[config.mk]
export PLATFORM = sky130hd
export DESIGN_NAME = modem_status_delta
export DESIGN_NICKNAME = d
export VERILOG_FILES = /design/src/rtl/msd_pkg.sv /design/src/rtl/msd_sync.sv /design/src/rtl/msd_ctl_reg.sv /design/src/rtl/msd_delta.sv /design/src/rtl/modem_status_delta.sv
export SDC_FILE = /design/constraint.sdc
export NUM_CORES = 1
export LEC_CHECK = 0
export BUFFER_PORTS_ARGS = -buffer_cell sky130_fd_sc_hd__clkbuf_2
export CAP_MARGIN = 0
export CORE_UTILIZATION = 30
export DETAILED_ROUTE_END_ITERATION = 10
export GPL_TIMING_DRIVEN = 0
export HOLD_SLACK_MARGIN = 0.03
export SYNTH_ARGS = -nofsm -noshare
export SYNTH_HDL_FRONTEND = slang
export SYNTH_SLANG_ARGS = --single-unit
[constraint.sdc]
create_clock -name clk -period 3.2 [get_ports clk]
set_input_delay 0.16 -clock clk [delete_from_list [all_inputs] [get_ports clk]]
set_output_delay 0.16 -clock clk [all_outputs]
set_load 0.01 [all_outputs]
[src/rtl/msd_pkg.sv]
// Package: shared bit positions and reset values for the modem status change block.
// Assumes line nibble order {DCD, RI, DSR, CTS} matches status bits 7:4.
package msd_pkg;
    localparam int NLINES   = 4;
    localparam int CTL_W    = 5;
    // line nibble positions
    localparam int LN_CTS   = 0;
    localparam int LN_DSR   = 1;
    localparam int LN_RI    = 2;
    localparam int LN_DCD   = 3;
    // control register positions
    localparam int CTL_DTR  = 0;
    localparam int CTL_RTS  = 1;
    localparam int CTL_OUT1 = 2;
    localparam int CTL_OUT2 = 3;
    localparam int CTL_LOOP = 4;
    localparam logic [NLINES-1:0] LINE_RST  = 4'b1011;
    localparam logic [CTL_W-1:0]  CTL_RST   = 5'b01000;
    // lines whose flag is set only on a 1 -> 0 transition
    localparam logic [NLINES-1:0] TRAIL_MSK = 4'b0100;
endpackage

[src/rtl/msd_sync.sv]
// Module: multi-stage synchronizer for asynchronous level inputs.
// Assumes each bit is an independent slow level; no bus coherency is given.
module msd_sync #(
    parameter int                W       = 4,
    parameter int                STAGES  = 2,
    parameter logic [W-1:0]      RST_VAL = '0
) (
    input  logic         clk,
    input  logic         rst_n,
    input  logic [W-1:0] d,
    output logic [W-1:0] q
);
    logic [W-1:0] stg [STAGES];

    // shift the inputs through the synchronizer chain
    always_ff @(posedge clk) begin
        if (!rst_n) begin
            for (int i = 0; i < STAGES; i++) stg[i] <= RST_VAL;
        end else begin
            stg[0] <= d;
            for (int i = 1; i < STAGES; i++) stg[i] <= stg[i-1];
        end
    end

    assign q = stg[STAGES-1];
endmodule

[src/rtl/msd_ctl_reg.sv]
// Module: modem control register; keeps only the low CTL_W bits of a write.
// Assumes at most one write strobe per cycle.
module msd_ctl_reg
    import msd_pkg::*;
#(
    parameter int DW = 8
) (
    input  logic             clk,
    input  logic             rst_n,
    input  logic             wr,
    input  logic [DW-1:0]    wdata,
    output logic [CTL_W-1:0] ctl_q
);
    logic [DW-CTL_W-1:0] unused_hi;
    assign unused_hi = wdata[DW-1:CTL_W];

    // store the kept bits of the control byte
    always_ff @(posedge clk) begin
        if (!rst_n)  ctl_q <= CTL_RST;
        else if (wr) ctl_q <= wdata[CTL_W-1:0];
    end


    ctl_store_chk: assert property (@(posedge clk) disable iff (!rst_n)
        wr |=> ctl_q == $past(wdata[CTL_W-1:0]));
endmodule

[src/rtl/msd_delta.sv]
// Module: line state register and sticky change flags with read-clear.
// Assumes line_i is synchronous; a read on a changing edge keeps the new flags.
module msd_delta
    import msd_pkg::*;
#(
    parameter int               N        = NLINES,
    parameter logic [N-1:0]     RST_VAL  = LINE_RST,
    parameter logic [N-1:0]     TRAIL    = TRAIL_MSK
) (
    input  logic         clk,
    input  logic         rst_n,
    input  logic [N-1:0] line_i,
    input  logic         rd_i,
    output logic [N-1:0] cur_o,
    output logic [N-1:0] flag_o
);
    logic [N-1:0] new_chg;

    // changes this cycle; trailing-only lines ignore rises
    always_comb new_chg = (cur_o ^ line_i) & ~(TRAIL & line_i);

    // track the line state
    always_ff @(posedge clk) begin
        if (!rst_n) cur_o <= RST_VAL;
        else        cur_o <= line_i;
    end

    // latch change flags; a read clears old flags but keeps fresh ones
    always_ff @(posedge clk) begin
        if (!rst_n)     flag_o <= '0;
        else if (rd_i)  flag_o <= new_chg;
        else            flag_o <= flag_o | new_chg;
    end


    flag_sticky_chk: assert property (@(posedge clk) disable iff (!rst_n)
        !rd_i |=> (flag_o & $past(flag_o)) == $past(flag_o));

    ring_rise_chk: assert property (@(posedge clk) disable iff (!rst_n)
        (!rd_i && !cur_o[LN_RI] && line_i[LN_RI]) |=> flag_o[LN_RI] == $past(flag_o[LN_RI]));

    rd_clear_chk: assert property (@(posedge clk) disable iff (!rst_n)
        (rd_i && line_i == cur_o) |=> flag_o == '0);

    rd_hold_chk: assert property (@(posedge clk) disable iff (!rst_n)
        (rd_i && ((cur_o ^ line_i) & ~TRAIL) != '0) |=> flag_o != '0);
endmodule

[src/rtl/modem_status_delta.sv]
// Module: modem status change register top. Synchronizes the modem lines,
// selects loopback sources, and exposes status, control, pending and irq.
// Assumes a single clock domain for host access; modem_in is asynchronous.
module modem_status_delta
    import msd_pkg::*;
#(
    parameter int DW          = 8,
    parameter int SYNC_STAGES = 2
) (
    input  logic          clk,
    input  logic          rst_n,
    input  logic [3:0]    modem_in,
    input  logic          ctl_wr,
    input  logic [DW-1:0] ctl_wdata,
    input  logic          stat_rd,
    input  logic          msi_en,
    output logic [DW-1:0] stat_rdata,
    output logic [DW-1:0] ctl_rdata,
    output logic          pending,
    output logic          irq
);
    logic [NLINES-1:0] sync_q;
    logic [NLINES-1:0] loop_src;
    logic [NLINES-1:0] line_src;
    logic [NLINES-1:0] cur_st;
    logic [NLINES-1:0] flags;
    logic [CTL_W-1:0]  ctl_q;

    msd_sync #(.W(NLINES), .STAGES(SYNC_STAGES), .RST_VAL(LINE_RST)) u_sync (
        .clk(clk), .rst_n(rst_n), .d(modem_in), .q(sync_q));

    msd_ctl_reg #(.DW(DW)) u_ctl (
        .clk(clk), .rst_n(rst_n), .wr(ctl_wr), .wdata(ctl_wdata), .ctl_q(ctl_q));

    // route control outputs to line positions for loopback
    always_comb begin
        loop_src          = '0;
        loop_src[LN_CTS]  = ctl_q[CTL_RTS];
        loop_src[LN_DSR]  = ctl_q[CTL_DTR];
        loop_src[LN_RI]   = ctl_q[CTL_OUT1];
        loop_src[LN_DCD]  = ctl_q[CTL_OUT2];
    end

    // pick the line source: internal loop or synchronized pins
    always_comb line_src = ctl_q[CTL_LOOP] ? loop_src : sync_q;

    msd_delta #(.N(NLINES), .RST_VAL(LINE_RST), .TRAIL(TRAIL_MSK)) u_delta (
        .clk(clk), .rst_n(rst_n), .line_i(line_src), .rd_i(stat_rd),
        .cur_o(cur_st), .flag_o(flags));

    // assemble read values and interrupt outputs
    always_comb begin
        stat_rdata = {{(DW-2*NLINES){1'b0}}, cur_st, flags};
        ctl_rdata  = {{(DW-CTL_W){1'b0}}, ctl_q};
        pending    = |flags;
        irq        = pending & msi_en;
    end


    loop_map_chk: assert property (@(posedge clk) disable iff (!rst_n)
        ctl_q[CTL_LOOP] |=> cur_st == $past({ctl_q[CTL_OUT2], ctl_q[CTL_OUT1],
                                             ctl_q[CTL_DTR], ctl_q[CTL_RTS]}));

    irq_gate_chk: assert property (@(posedge clk) disable iff (!rst_n)
        irq |-> (msi_en && stat_rdata[NLINES-1:0] != '0));
endmodule

# --- Word level (Yosys, flattened, before mapping) ---
# Memories as Yosys holds them, arrays and structs flattened.
# Cells that the tools add are included.
totals:
  mem_bits_rw: 8
  output_inout_bits: 18
  wordCells: 18
  memories: 1
  register_bits: 13
  in_bits: 17
classes:
  n_bitwise: 7
  n_reduce_logical: 1
  n_mux: 6
mem_list:
  columns: ["memory", "words", "width", "rd", "rd_ports_with_merged_regs", "write_ports", "line", "rtl"]
  rows:
  - ["u_sync.stg", 2, 4, 2, 0, 2, "msd_sync.sv:13", "logic [W-1:0] stg [STAGES];"]
ops:
  columns: ["op", "count"]
  rows:
  - ["$mux 4", 4]
  - ["$and 4x4->4", 1]
  - ["$not 3->4", 1]
  - ["$or 4x4->4", 1]
  - ["$reduce_or 4->1", 1]
  - ["$xor 4x4->4", 1]
  - ["$mux 1", 2]
  - ["$or 1x1->1", 2]
  - ["$and 1x1->1", 1]

# --- Depth between registers and ports, before layout ---
# An unclocked memory read counts as a cell.
logic_depth:
  word_depth: 6
  depth_mapped: 4
  depth_no_buf: 3

# --- Hierarchy ---
# A second synthesis with hierarchy kept.
unflattened:
  cells_unflattened: 70
  hier_area_um2: 793.3
modules_own_cells:
  columns: ["module", "cells_per_inst", "instances", "seq_area_each_um2", "area_each_um2"]
  rows:
  - ["msd_delta", 24, 1, 160.2, 272.8]
  - ["msd_sync", 20, 1, 160.2, 240.2]
  - ["msd_ctl_reg", 16, 1, 100.1, 190.2]
  - ["modem_status_delta", 10, 1, 0.0, 90.1]

# --- Worst setup path before layout ---
# OpenSTA, ideal clock, no wires.
synth_timing:
  kind: "flip-flop to output port"
  startpoint: "register u_delta.flag_o[2]"
  endpoint: "output irq"
  t_arrival_ns: 1.068
  n_path_buf: 0
  setup_slack_ns: 1.972
  t_required_ns: 3.040
  path_stages_with_launch: 3
  cell_sequence: "dfxtp_1 or4_4 and2_4"
synth_between:
  elab_chain_len: 2
synth_rtl:
  columns: ["item", "line", "rtl"]
  rows:
  - ["start, declared", "msd_delta.sv:15", "output logic [N-1:0] flag_o"]
  - ["start signal, assigned", "msd_delta.sv:31", "else if (rd_i) flag_o <= new_chg;"]
  - ["start signal, assigned", "msd_delta.sv:32", "else flag_o <= flag_o | new_chg;"]
  - ["$reduce_or 4->1", "modem_status_delta.sv:55", "pending = |flags;"]
  - ["named net pending", "modem_status_delta.sv:19", "output logic pending,"]
  - ["$and 1x1->1", "modem_status_delta.sv:56", "irq = pending & msi_en;"]
  - ["end, declared", "modem_status_delta.sv:20", "output logic irq"]
# The timed path passes the listed nets, and every way through them passes these cells.

# --- Final worst setup path ---
layout_timing:
  startpoint: "register u_delta.flag_o[2]"
  endpoint: "output irq"
layout_between:
  elab_chain_len: 2
layout_rtl:
  columns: ["item", "line"]
  rows:
  - ["$reduce_or 4->1", "modem_status_delta.sv:55"]
  - ["$and 1x1->1", "modem_status_delta.sv:56"]
# Every way passes these cells.

==> flow_metrics.py <==
metrics = {
    "status": {
        "run_status": "completed",
    },
    "yosys": {
        "synth-xor-area-share_pct": 3.465,
        "syn_area_per_cell_sq_um": 10.99,
        "synth_top_family_by_area": "simple AND/OR/NAND/NOR gates",
        "synth_area_sq_um": 758.2,
        "synthMuxAreaShare_pct": 11.88,
        "ys_seq_area_share_pct": 55.45,
        "synth-seq-cells": 21,
        "synthSimpleGateAreaFrac_pct": 19.47,
        "yosys_warnings": 0,
        "synth_compound_area_share_pct": 3.630,
        "yosysUniqueCellTypes": 15,
        "synth_cells": 69,
        "synth_fa_ha_area_share_pct": 0,
    },
    "sta": {
        "fin_skew_ps": 2.482,
        "min_period_ps": 1597,
        "rsz0062_at_grt": "false",
        "finalHoldViolations": 0,
        "slew_viol_final": 0,
        "min_period_over_period_pct": 49.90,
        "timing.setup.tns_ps": 0,
        "setup_viol": 0,
        "clock.fmax_ghz": 0.6262,
    },
    "setup_path": {
        "crit_path_end_kind": "output port",
        "crit_fanout": 3,
        "cp-startpoint": "u_delta.flag_o[2]",
        "arrival_ps": 1440,
        "r2r_start": "u_ctl.ctl_q[4]",
        "crit_chain": "or4_4 -> and2_4 -> clkbuf_2",
        "startpoint_type": "flop",
        "required_ps": 3040,
        "slowest_stage": "or4_4",
        "cpPeakStageDelay_ps": 530,
        "worstSetupPathType": "flop to output port",
    },
    "power_and_ir_drop": {
        "power.density_mw_per_mm2": 476.5,
        "ir_drop_uv": 333.3,
        "total_power_mw": 0.4776,
        "leakage_nw": 0.4621,
    },
    "floorplanning": {
        "die_w_um": 52.28,
        "core_area_sq_mm": 0.002297,
        "rows": 17,
        "die_h_um": 52.28,
        "initial_core_util_pct": 33.01,
        "dieArea_sq_mm": 0.002733,
        "ios": 35,
    },
    "detailed_routing": {
        "ant_nets": 0,
        "wl_per_cell_um": 9.104,
        "initialDrtViolationCount": 1,
        "drt_first_pass_iters": 2,
        "drcViolationCount": 0,
        "route.vias.total": 543,
        "vias_per_cell": 4.052,
        "drt_wl_total_um": 1220,
    },
    "place": {
        "placement.cell_area_sq_um": 935.9,
        "dp_hpwl_um": 938.8,
        "gp_congestion": 0.6523,
        "portBuffers": 27,
    },
    "worst_hold_path": {
        "hold_path.startpoint": "modem_in[2]",
        "hold_path.class": "primary input to flop",
    },
    "global_route": {
        "grt_usage_pct": 9.836,
        "grt_pass1_wl_um": 1842,
        "grt_pass1_vias": 437,
        "antenna_found_initial": 0,
        "grt_max_degree": 12,
        "grt_overflow": 0,
    },
    "layout": {
        "areaGrowthSynthToFinish_pct": 32.18,
        "final_util_pct": 43.63,
        "final_nets": 124,
        "drive_gt1_share_pct": 34.91,
        "diodes": 0,
        "finish.instance_area_sq_mm": 0.001002,
    },
    "cts": {
        "cts_made_buffers": 3,
        "h-tree-depth": 1,
        "clk_pin_slew_ps": 100,
        "cts_sinks": 21,
        "postCtsSetupRepairBufs": 0,
        "cts_buffer_depth": 2,
        "root_buffer": "clkbuf_4",
        "cts_tree": "done",
        "insertion_delay_ps": 290,
    },
    "job": {
        "drv_cap": 0,
    },
}
[path summary, 6_finish.rpt]
check                           slack, ps  cells after the start                end
worst max-delay path                 1600                      3                irq
worst min-delay path                   70                      2   u_sync.stg[0][2]
worst max register to register       2070                      4  u_delta.flag_o[3]
worst min register to register        420                      1   u_sync.stg[0][5]
[cells by family (layout without fill, tap and decap cells)]
logic type | after synthesis | count (layout)
other | 1 | 3
AND/OR/NAND/NOR | 24 | 24
multiplexers | 9 | 9
AO/OA/AOI/OAI | 4 | 4
flip-flops | 21 | 21
XOR/XNOR | 3 | 3
buffers and inverters | 7 | 42
[layer usage]
| metal | GRT usage, % | part of all wire (%) | up-vias |
|---|---|---|---|
| li1 | - | - | 286 |
| met1 | 10.46 | 42 | 235 |
| met2 | 16.24 | 49 | 20 |
| met3 | 6.087 | 8.4 | 2 |
| met4 | 2.632 | 0.66 | 0 |
| met5 | 0 | 0 | - |
[cell type report]
cell class              instances  area (sq um)
fillers                       251          1295
flip-flops and latches         21         420.4
multi-input cells              43         302.8
repair buffers                 31         175.2
plain buffers                   7         42.54
well taps                      28         35.03
clock buffers                   4         26.28
[layout by cell type, fill, tap and decap left out]
cell	instances
a21boi_0	3
a21oi_1	1
and2_1	2
and2_4	1
buf_2	1
buf_4	4
clkbuf_1	3
clkbuf_2	27
clkbuf_4	3
conb_1	3
dfxtp_1	21
dlygate4sd3_1	4
mux2i_1	9
nand2_1	4
nand2b_1	9
nor2b_1	7
or4_4	1
xor2_1	3
[power by group]
part | switching [mW] | internal (mW) | total [mW]
Clock | 0.0721 | 0.0485 | 0.121
Sequential | 0.00801 | 0.276 | 0.284
Combinational | 0.0321 | 0.0407 | 0.0728
Total | 0.112 | 0.365 | 0.478
[per-stage QoR]
step / cells / hold slack (ps) / setup WS, ps
after global routing: 134 / 45.07 / 1526
after detailed placement: 126 / 342.8 / 1933
after floorplan: 71 / 233.0 / 1972
after CTS: 132 / 31.90 / 1587
after global placement: 126 / 338.9 / 1935
final: 134 / 68.66 / 1603
[sequential cells by signal, summed over array words and instances (netlist names)]
name,cells
u_delta.flag_o,4
u_sync.stg,8
u_ctl.ctl_q,5
u_delta.cur_o,4
[cell usage after synthesis]
cell	number	area, sq um
buf_2	1	5.000
and2_4	1	8.760
or4_4	1	11.26
and2_1	2	12.51
conb_1	1	3.750
dfxtp_1	21	420.4
nor2b_1	7	43.79
buf_4	4	30.03
mux2i_1	9	90.09
xor2_1	3	26.28
a21oi_1	1	5.000
a21boi_0	3	22.52
nand2b_1	9	56.30
clkbuf_1	2	7.510
nand2_1	4	15.01
[critical path: cells and delay by family (launching register included)]
family	cells	cell delay, ps
simple gates	2	700
flops	1	330
buf+inv	1	120
[timing repair]
item | CTS | global route
hold buffers | 2 | 2
resized for setup | 0 | 0
endpoints found under the hold margin | 2 | 2
(Power assumes the default switching activity.)
